$ cat src/rtl/rtc_wave_pkg.sv
package rtc_wave_pkg;

  // control byte bit positions (the rate pair is decoded as one field)
  localparam int unsigned OSC_OFF_BIT = 7;
  localparam int unsigned RATE_HI_BIT = 4;
  localparam int unsigned RATE_LO_BIT = 3;
  localparam int unsigned IRQ_MODE_BIT = 2;
  localparam int unsigned ALARM_CNT = 2;

  // status flag order inside the strobe clear mask: {stop, alarm2, alarm1}
  localparam int unsigned FLAG_CNT = ALARM_CNT + 1;

  typedef enum logic [1:0] {
    RATE_SLOW = 2'b00,
    RATE_4K   = 2'b01,
    RATE_8K   = 2'b10,
    RATE_FULL = 2'b11
  } rate_e;

  typedef struct packed {
    logic                 ctrlWr;
    logic                 statWr;
    logic [7:0]           ctrlData;
    logic [FLAG_CNT-1:0]  statClr;
    logic [ALARM_CNT-1:0] alarmSet;
    logic                 oscSet;
  } strobe_t;

endpackage

$ cat src/rtl/rtc_wave_ctrl.sv
module rtc_wave_ctrl
  import rtc_wave_pkg::*;
#(
  parameter int unsigned ADDR_W = 8,
  parameter logic [ADDR_W-1:0] CTRL_ADDR = 'h0E,
  parameter logic [ADDR_W-1:0] STAT_ADDR = 'h0F
) (
  input  logic              clk,
  input  logic              rstN,
  input  logic [ADDR_W-1:0] regAddr,
  input  logic              regWrEn,
  input  logic [7:0]        regWrData,
  input  logic              alarm1Match,
  input  logic              alarm2Match,
  input  logic              oscStop,
  input  logic              oscDisabled,
  output strobe_t           strb
);

  logic stopNow;
  logic stopPrev;
  logic hitCtrl;
  logic hitStat;

  assign stopNow = oscStop | oscDisabled;
  assign hitCtrl = (regAddr == CTRL_ADDR);
  assign hitStat = (regAddr == STAT_ADDR);

  always_ff @(posedge clk or negedge rstN) begin
    if (!rstN) begin
      stopPrev <= 1'b0;
    end else begin
      stopPrev <= stopNow;
    end
  end

  always_comb begin
    strb          = '0;
    strb.ctrlWr   = regWrEn & hitCtrl;
    strb.statWr   = regWrEn & hitStat;
    strb.ctrlData = regWrData;
    // a zero written to a flag bit requests its clear
    strb.statClr  = {~regWrData[7], ~regWrData[1:0]};
    strb.alarmSet = {alarm2Match, alarm1Match};
    strb.oscSet   = stopNow & ~stopPrev;
  end


  osc_level_once_chk: assert property (@(posedge clk) disable iff (!rstN)
    oscStop |=> !strb.oscSet);


  stray_write_chk: assert property (@(posedge clk) disable iff (!rstN)
    (regWrEn && !hitCtrl && !hitStat) |-> !(strb.ctrlWr || strb.statWr));

endmodule

$ cat src/rtl/rtc_wave_dp.sv
module rtc_wave_dp
  import rtc_wave_pkg::*;
#(
  parameter int unsigned ADDR_W = 8,
  parameter logic [ADDR_W-1:0] CTRL_ADDR = 'h0E,
  parameter logic [ADDR_W-1:0] STAT_ADDR = 'h0F,
  parameter int unsigned DIV_W = 15,
  parameter int unsigned TAP_4K = 2,
  parameter int unsigned TAP_8K = 1
) (
  input  logic              clk,
  input  logic              rstN,
  input  strobe_t           strb,
  input  logic [ADDR_W-1:0] regAddr,
  output logic [7:0]        regRdData,
  output logic              oscDisabled,
  output logic              sqwIntN
);

  localparam int unsigned TAP_SLOW = DIV_W - 1;

  logic [7:0]           ctrlReg;
  logic [DIV_W-1:0]     divCnt;
  logic [ALARM_CNT-1:0] alarmFlag;
  logic                 osfFlag;
  logic [ALARM_CNT-1:0] alarmEn;
  logic                 irqMode;
  rate_e                rateSel;
  logic                 waveOut;
  logic                 irqActive;
  logic [7:0]           statusByte;

  assign alarmEn     = ctrlReg[ALARM_CNT-1:0];
  assign irqMode     = ctrlReg[IRQ_MODE_BIT];
  assign rateSel     = rate_e'(ctrlReg[RATE_HI_BIT:RATE_LO_BIT]);
  assign oscDisabled = ctrlReg[OSC_OFF_BIT];

  // control byte
  always_ff @(posedge clk or negedge rstN) begin
    if (!rstN) begin
      ctrlReg <= 8'h00;
    end else if (strb.ctrlWr) begin
      ctrlReg <= strb.ctrlData;
    end
  end

  // free-running divider
  always_ff @(posedge clk or negedge rstN) begin
    if (!rstN) begin
      divCnt <= '0;
    end else begin
      divCnt <= divCnt + 1'b1;
    end
  end

  // alarm flags: a match beats a clear in the same cycle
  for (genvar g = 0; g < ALARM_CNT; g++) begin : gAlarm
    always_ff @(posedge clk or negedge rstN) begin
      if (!rstN) begin
        alarmFlag[g] <= 1'b0;
      end else if (strb.alarmSet[g]) begin
        alarmFlag[g] <= 1'b1;
      end else if (strb.statWr && strb.statClr[g]) begin
        alarmFlag[g] <= 1'b0;
      end
    end


    flag_set_chk: assert property (@(posedge clk) disable iff (!rstN)
      strb.alarmSet[g] |=> alarmFlag[g]);


    flag_keep_chk: assert property (@(posedge clk) disable iff (!rstN)
      (strb.statWr && !strb.statClr[g] && alarmFlag[g]) |=> alarmFlag[g]);
  end

  // stop flag: set at power-up and on each stop edge
  always_ff @(posedge clk or negedge rstN) begin
    if (!rstN) begin
      osfFlag <= 1'b1;
    end else if (strb.oscSet) begin
      osfFlag <= 1'b1;
    end else if (strb.statWr && strb.statClr[FLAG_CNT-1]) begin
      osfFlag <= 1'b0;
    end
  end


  osf_set_chk: assert property (@(posedge clk) disable iff (!rstN)
    strb.oscSet |=> osfFlag);


  osf_keep_chk: assert property (@(posedge clk) disable iff (!rstN)
    (strb.statWr && !strb.statClr[FLAG_CNT-1] && osfFlag) |=> osfFlag);

  // rate selection
  always_comb begin
    unique case (rateSel)
      RATE_SLOW: waveOut = divCnt[TAP_SLOW];
      RATE_4K:   waveOut = divCnt[TAP_4K];
      RATE_8K:   waveOut = divCnt[TAP_8K];
      default:   waveOut = clk;
    endcase
  end

  assign irqActive = |(alarmFlag & alarmEn);
  assign sqwIntN   = irqMode ? ~irqActive : waveOut;


  no_enable_no_irq_chk: assert property (@(posedge clk) disable iff (!rstN)
    (irqMode && alarmEn == '0) |-> sqwIntN);


  irq_low_chk: assert property (@(posedge clk) disable iff (!rstN)
    (irqMode && alarmFlag[0] && alarmEn[0]) |-> !sqwIntN);

  // read path
  assign statusByte = {osfFlag, 5'b00000, alarmFlag};

  always_comb begin
    if (regAddr == CTRL_ADDR) begin
      regRdData = ctrlReg;
    end else if (regAddr == STAT_ADDR) begin
      regRdData = statusByte;
    end else begin
      regRdData = 8'h00;
    end
  end


  stat_pad_chk: assert property (@(posedge clk) disable iff (!rstN)
    (regAddr == STAT_ADDR) |-> (regRdData[6:2] == 5'b00000));


  ctrl_hold_chk: assert property (@(posedge clk) disable iff (!rstN)
    strb.ctrlWr |=> (ctrlReg == $past(strb.ctrlData)));

endmodule

$ cat src/rtl/rtc_wave_irq.sv
module rtc_wave_irq
  import rtc_wave_pkg::*;
#(
  parameter int unsigned ADDR_W = 8,
  parameter logic [ADDR_W-1:0] CTRL_ADDR = 'h0E,
  parameter logic [ADDR_W-1:0] STAT_ADDR = 'h0F,
  parameter int unsigned DIV_W = 15,
  parameter int unsigned TAP_4K = 2,
  parameter int unsigned TAP_8K = 1
) (
  input  logic              clk,
  input  logic              rstN,
  input  logic [ADDR_W-1:0] regAddr,
  input  logic              regWrEn,
  input  logic [7:0]        regWrData,
  output logic [7:0]        regRdData,
  input  logic              alarm1Match,
  input  logic              alarm2Match,
  input  logic              oscStop,
  output logic              sqwIntN
);

  strobe_t strb;
  logic    oscDisabled;

  rtc_wave_ctrl #(
    .ADDR_W(ADDR_W), .CTRL_ADDR(CTRL_ADDR), .STAT_ADDR(STAT_ADDR)
  ) uCtrl (
    .clk(clk), .rstN(rstN), .regAddr(regAddr), .regWrEn(regWrEn),
    .regWrData(regWrData), .alarm1Match(alarm1Match),
    .alarm2Match(alarm2Match), .oscStop(oscStop),
    .oscDisabled(oscDisabled), .strb(strb)
  );

  rtc_wave_dp #(
    .ADDR_W(ADDR_W), .CTRL_ADDR(CTRL_ADDR), .STAT_ADDR(STAT_ADDR),
    .DIV_W(DIV_W), .TAP_4K(TAP_4K), .TAP_8K(TAP_8K)
  ) uDp (
    .clk(clk), .rstN(rstN), .strb(strb), .regAddr(regAddr),
    .regRdData(regRdData), .oscDisabled(oscDisabled), .sqwIntN(sqwIntN)
  );

endmodule

$ cat config.mk
export PLATFORM = sky130hd
export DESIGN_NAME = rtc_wave_irq
export DESIGN_NICKNAME = d
export VERILOG_FILES = /design/src/rtl/rtc_wave_pkg.sv /design/src/rtl/rtc_wave_ctrl.sv /design/src/rtl/rtc_wave_dp.sv /design/src/rtl/rtc_wave_irq.sv
export SDC_FILE = /design/constraint.sdc
export NUM_CORES = 1
export LEC_CHECK = 0
export CAP_MARGIN = 30
export CORE_MARGIN = 2
export CORE_UTILIZATION = 35
export DETAILED_ROUTE_END_ITERATION = 7
export DONT_BUFFER_PORTS = 1
export GPL_TIMING_DRIVEN = 0
export PLACE_DENSITY = 0.47
export RECOVER_POWER = 25
export SYNTH_ARGS = -nofsm -noshare
export SYNTH_HDL_FRONTEND = slang
export SYNTH_SLANG_ARGS = --single-unit
$ cat constraint.sdc
create_clock -name clk -period 5.2 [get_ports clk]
set_clock_uncertainty 0.2 [all_clocks]
set_input_delay 0.78 -clock clk [delete_from_list [all_inputs] [get_ports clk]]
set_output_delay 0.78 -clock clk [all_outputs]
set_load 0.02 [all_outputs]
### Yosys cells after proc, flatten, opt, wreduce, memory -nomap -nowiden

Cells that the tools add are included.

| storage, ports and cells | value |
|---|---|
| bits in registers | 27 |
| bits in latches | 0 |
| bits in writable memories | 0 |
| bits in read-only memories | 0 |
| word-level logic and storage cells | 38 |
| memories kept | 0 |

| operators by class | value |
|---|---|
| add/sub/neg operators | 1 |
| $mul | 0 |
| divide/modulo/power cells | 0 |
| order comparisons | 0 |
| eq/ne operators | 4 |
| shifts and indexed selects | 0 |
| mux-type cells | 10 |
| bitwise logic cells | 9 |
| reductions and logical operators | 8 |

Operators with widths:

| kind | count |
|---|---|
| $eq 8x4->1 const B | 2 |
| $mux 8 | 2 |
| $add 15x1->15 const B | 1 |
| $mux 1 | 7 |
| $reduce_bool 2->1 | 3 |
| $and 1x1->1 | 3 |
| $logic_and 1x1->1 | 3 |
| $not 1->1 | 3 |
| $pmux 1 s3 | 1 |
| $and 2x2->2 | 1 |
| $eq 2x1->1 const B | 1 |
| $eq 2x2->1 const B | 1 |
| $logic_not 2->1 | 1 |
| $not 2->2 | 1 |
| $reduce_or 2->1 | 1 |
| $or 1x1->1 | 1 |

### Longest topological paths before layout

| depth | value |
|---|---|
| word-level depth | 5 |
| mapped depth | 5 |
| depth with buffers taken out | 4 |

### Cells and area by module

From an unflattened synthesis, not the netlist that was laid out.

| second synthesis, totals | value |
|---|---|
| cells, all modules | 116 |
| area, all modules | 1336.3 um^2 |

Modules (own cells, without submodules):

| module | times used | cells each | area each (um^2) |
|---|---|---|---|
| rtc_wave_dp | 1 | 95 | 1179.9 |
| rtc_wave_ctrl | 1 | 21 | 156.4 |

==> results.ini <==
[clock_tree]
ctsHoldBuffers = 2
clkSlewWorstSetupHoldPaths_ps = 140
cts_resized = 0
cts_tree = done
clock_latency_ps = 430
post-cts-setup-buffer-count = 0

[placement]
io_buffer_count = 0
place_ws_ps = 862.8
hpwl_mm = 1.518
dpl.cell_count = 147
gp_congestion = 0.8037

[hold_path]
hp-class = reg -> reg

[synth]
synthesis.area_mm2 = 0.001252
yosysMostFrequentCell = dfrtp_1
synthTopCellsByCount = dfrtp_1 (26), mux2_4 (8), xor2_1 (8)
ys_ff_latch = 27
netlist_top_cells_area = dfrtp_1 (52%), mux2_4 (9.6%), xor2_1 (5.6%)
synth_cell_types = 26
yosysTopAreaCell = dfrtp_1
synthFlopType = dfrtp_1
async_flop_share = 1.000
yosysSeqAreaShare = 0.5405
synth_edf_count = 0
avgSynthCellArea_um2 = 12.40
synth_cells = 101
synth_warnings = 0
synth_fp_nets = 124
synth_top_area_share = 0.5195

[drt]
via_per_inst = 4.962
drt_wl_total_mm = 2.116
via_count = 774
drc = 0
wl_per_cell_um = 13.56
dr.pass1.iters = 4
ant_nets = 0
drt_first_iter_violations = 62

[sta]
layout_setup_ws_ps = 606.0
grt_setup_unrepaired = false
timing.hold.ws_ps = 207.2
maxSlewHeadroom = 0.03989
setup_tns_ps = 0
setup_viol = 0
maxSlewViolCount = 0
hold_viol_final = 0
tightest_slew_ps = 1440

[floorplanning]
coreArea_mm2 = 0.003390
die_w_um = 63.82
dieArea_mm2 = 0.004073
ioPinCount = 31
num_rows = 21
start_util = 0.3695
die_h_um = 63.82

[grt]
grt_max_degree = 28
grt_first_pass_wirelength_mm = 3.753
grt_antenna_before_repair = 0
overflow = 0
grtUsageTotal = 0.1210
grt_pass1_vias = 823

[setup_path]
crit_path_start_kind = clock port
required_ps = 4220
crit_type = clk -> out
cp_max_fo = 2
end_kind = output port
cp.arrival_ps = 3610

[layout]
fillers = 319
multi_input_comb_area_um2 = 540.5
diodes = 0
regArea_um2 = 676.9
final_nets = 134
area_delta_synth_final_pct = 9.691
drive_gt1_frac = 0.1909
fin_util = 0.4053
layoutNonFillerInstCount = 156

[pwr]
p_per_area_mw_per_mm2 = 255.6
vdd_drop_max_v = 0.0001068
p_leak_nw = 0.6507

[outcome]
status = completed

[run]
drv_cap = 0

state kept, by name (all words and copies together) (netlist names):
name	flops
uCtrl.stopPrev	1
uDp.alarmFlag	2
uDp.ctrlReg	8
uDp.divCnt	15
uDp.osfFlag	1
layout by cell type, fill, tap and decap left out:
master / n
xnor2_1: 5
mux2_4: 8
clkinv_2: 1
inv_1: 5
a22o_1: 3
o41ai_1: 3
nor3_1: 5
nor2_1: 4
clkbuf_4: 6
dfstp_2: 1
and2_1: 5
mux4_2: 1
nand2_1: 2
dlygate4sd3_1: 1
or4_1: 1
nand2b_1: 2
and3_1: 2
mux2_2: 1
buf_6: 1
nand4_1: 4
nor4_1: 2
dfrtp_1: 26
nand3_1: 7
a22oi_1: 1
clkbuf_1: 1
ha_1: 1
or4_4: 1
xor2_1: 8
buf_2: 1
o21ai_0: 1
final cells by class:
cell class | count | share of cell area
timing repair buffer | 2 | 0.01002
clock buffer | 6 | 0.03279
sequential | 27 | 0.4927
inverter | 5 | 0.01366
multi-input combinational | 67 | 0.3934
tap | 46 | 0.04189
buffer | 2 | 0.01184
clock inverter | 1 | 0.003643
metrics by stage:
step	power (mW)	instance area, um2
final	0.3511	1374
after global placement	0.2292	1310
after global routing	0.3718	1374
after CTS	0.3593	1390
after detailed placement	0.2293	1310
after floorplan	0.2278	1252
critical path, cell delays in order:
cell	delay (ps)
clkbuf_4	110
clkbuf_4	120
mux4_2	450
mux2_2	340
power breakdown:
group | internal, mW | switching (mW) | leakage (nW) | total, mW
Sequential | 0.213 | 0.00232 | 0.345 | 0.216
Combinational | 0.00603 | 0.00668 | 0.263 | 0.0127
Clock | 0.0549 | 0.0678 | 0.0425 | 0.123
Total | 0.274 | 0.0768 | 0.651 | 0.351
layer usage:
layer,part of all wire,wire length [um],GRT usage
met1,0.51,1084,0.1706
met2,0.42,894,0.1523
met3,0.053,113,0.05282
met4,0.012,25,0.06522
met5,0,0,0
final timing paths:
kind                                   to  cells past startpoint            from  slack (ps)
hold / removal                uDp.osfFlag                      1  uCtrl.stopPrev         210
hold reg to reg               uDp.osfFlag                      1  uCtrl.stopPrev         210
min in group asynchronous  uDp.ctrlReg[1]                      2            rstN        1000
setup / recovery                  sqwIntN                      4             clk         610
setup reg to reg           uDp.divCnt[14]                      4   uDp.divCnt[1]        3480
max in group asynchronous   uDp.divCnt[2]                      2            rstN        2960
logic make-up (layout without fill, tap and decap cells):
family	after synthesis	after routing	share of synthesized area
and+or+nand+nor	35	35	0.1558
DFF	27	27	0.5405
xor gates and xnor gates	13	13	0.09091
muxes	10	10	0.1229
AOI/OAI and AO/OA	8	8	0.05195
buffers and inverters	7	16	0.02797
adders and majority gates	1	1	0.009988
Note: power is estimated with default switching activity, not from simulation.
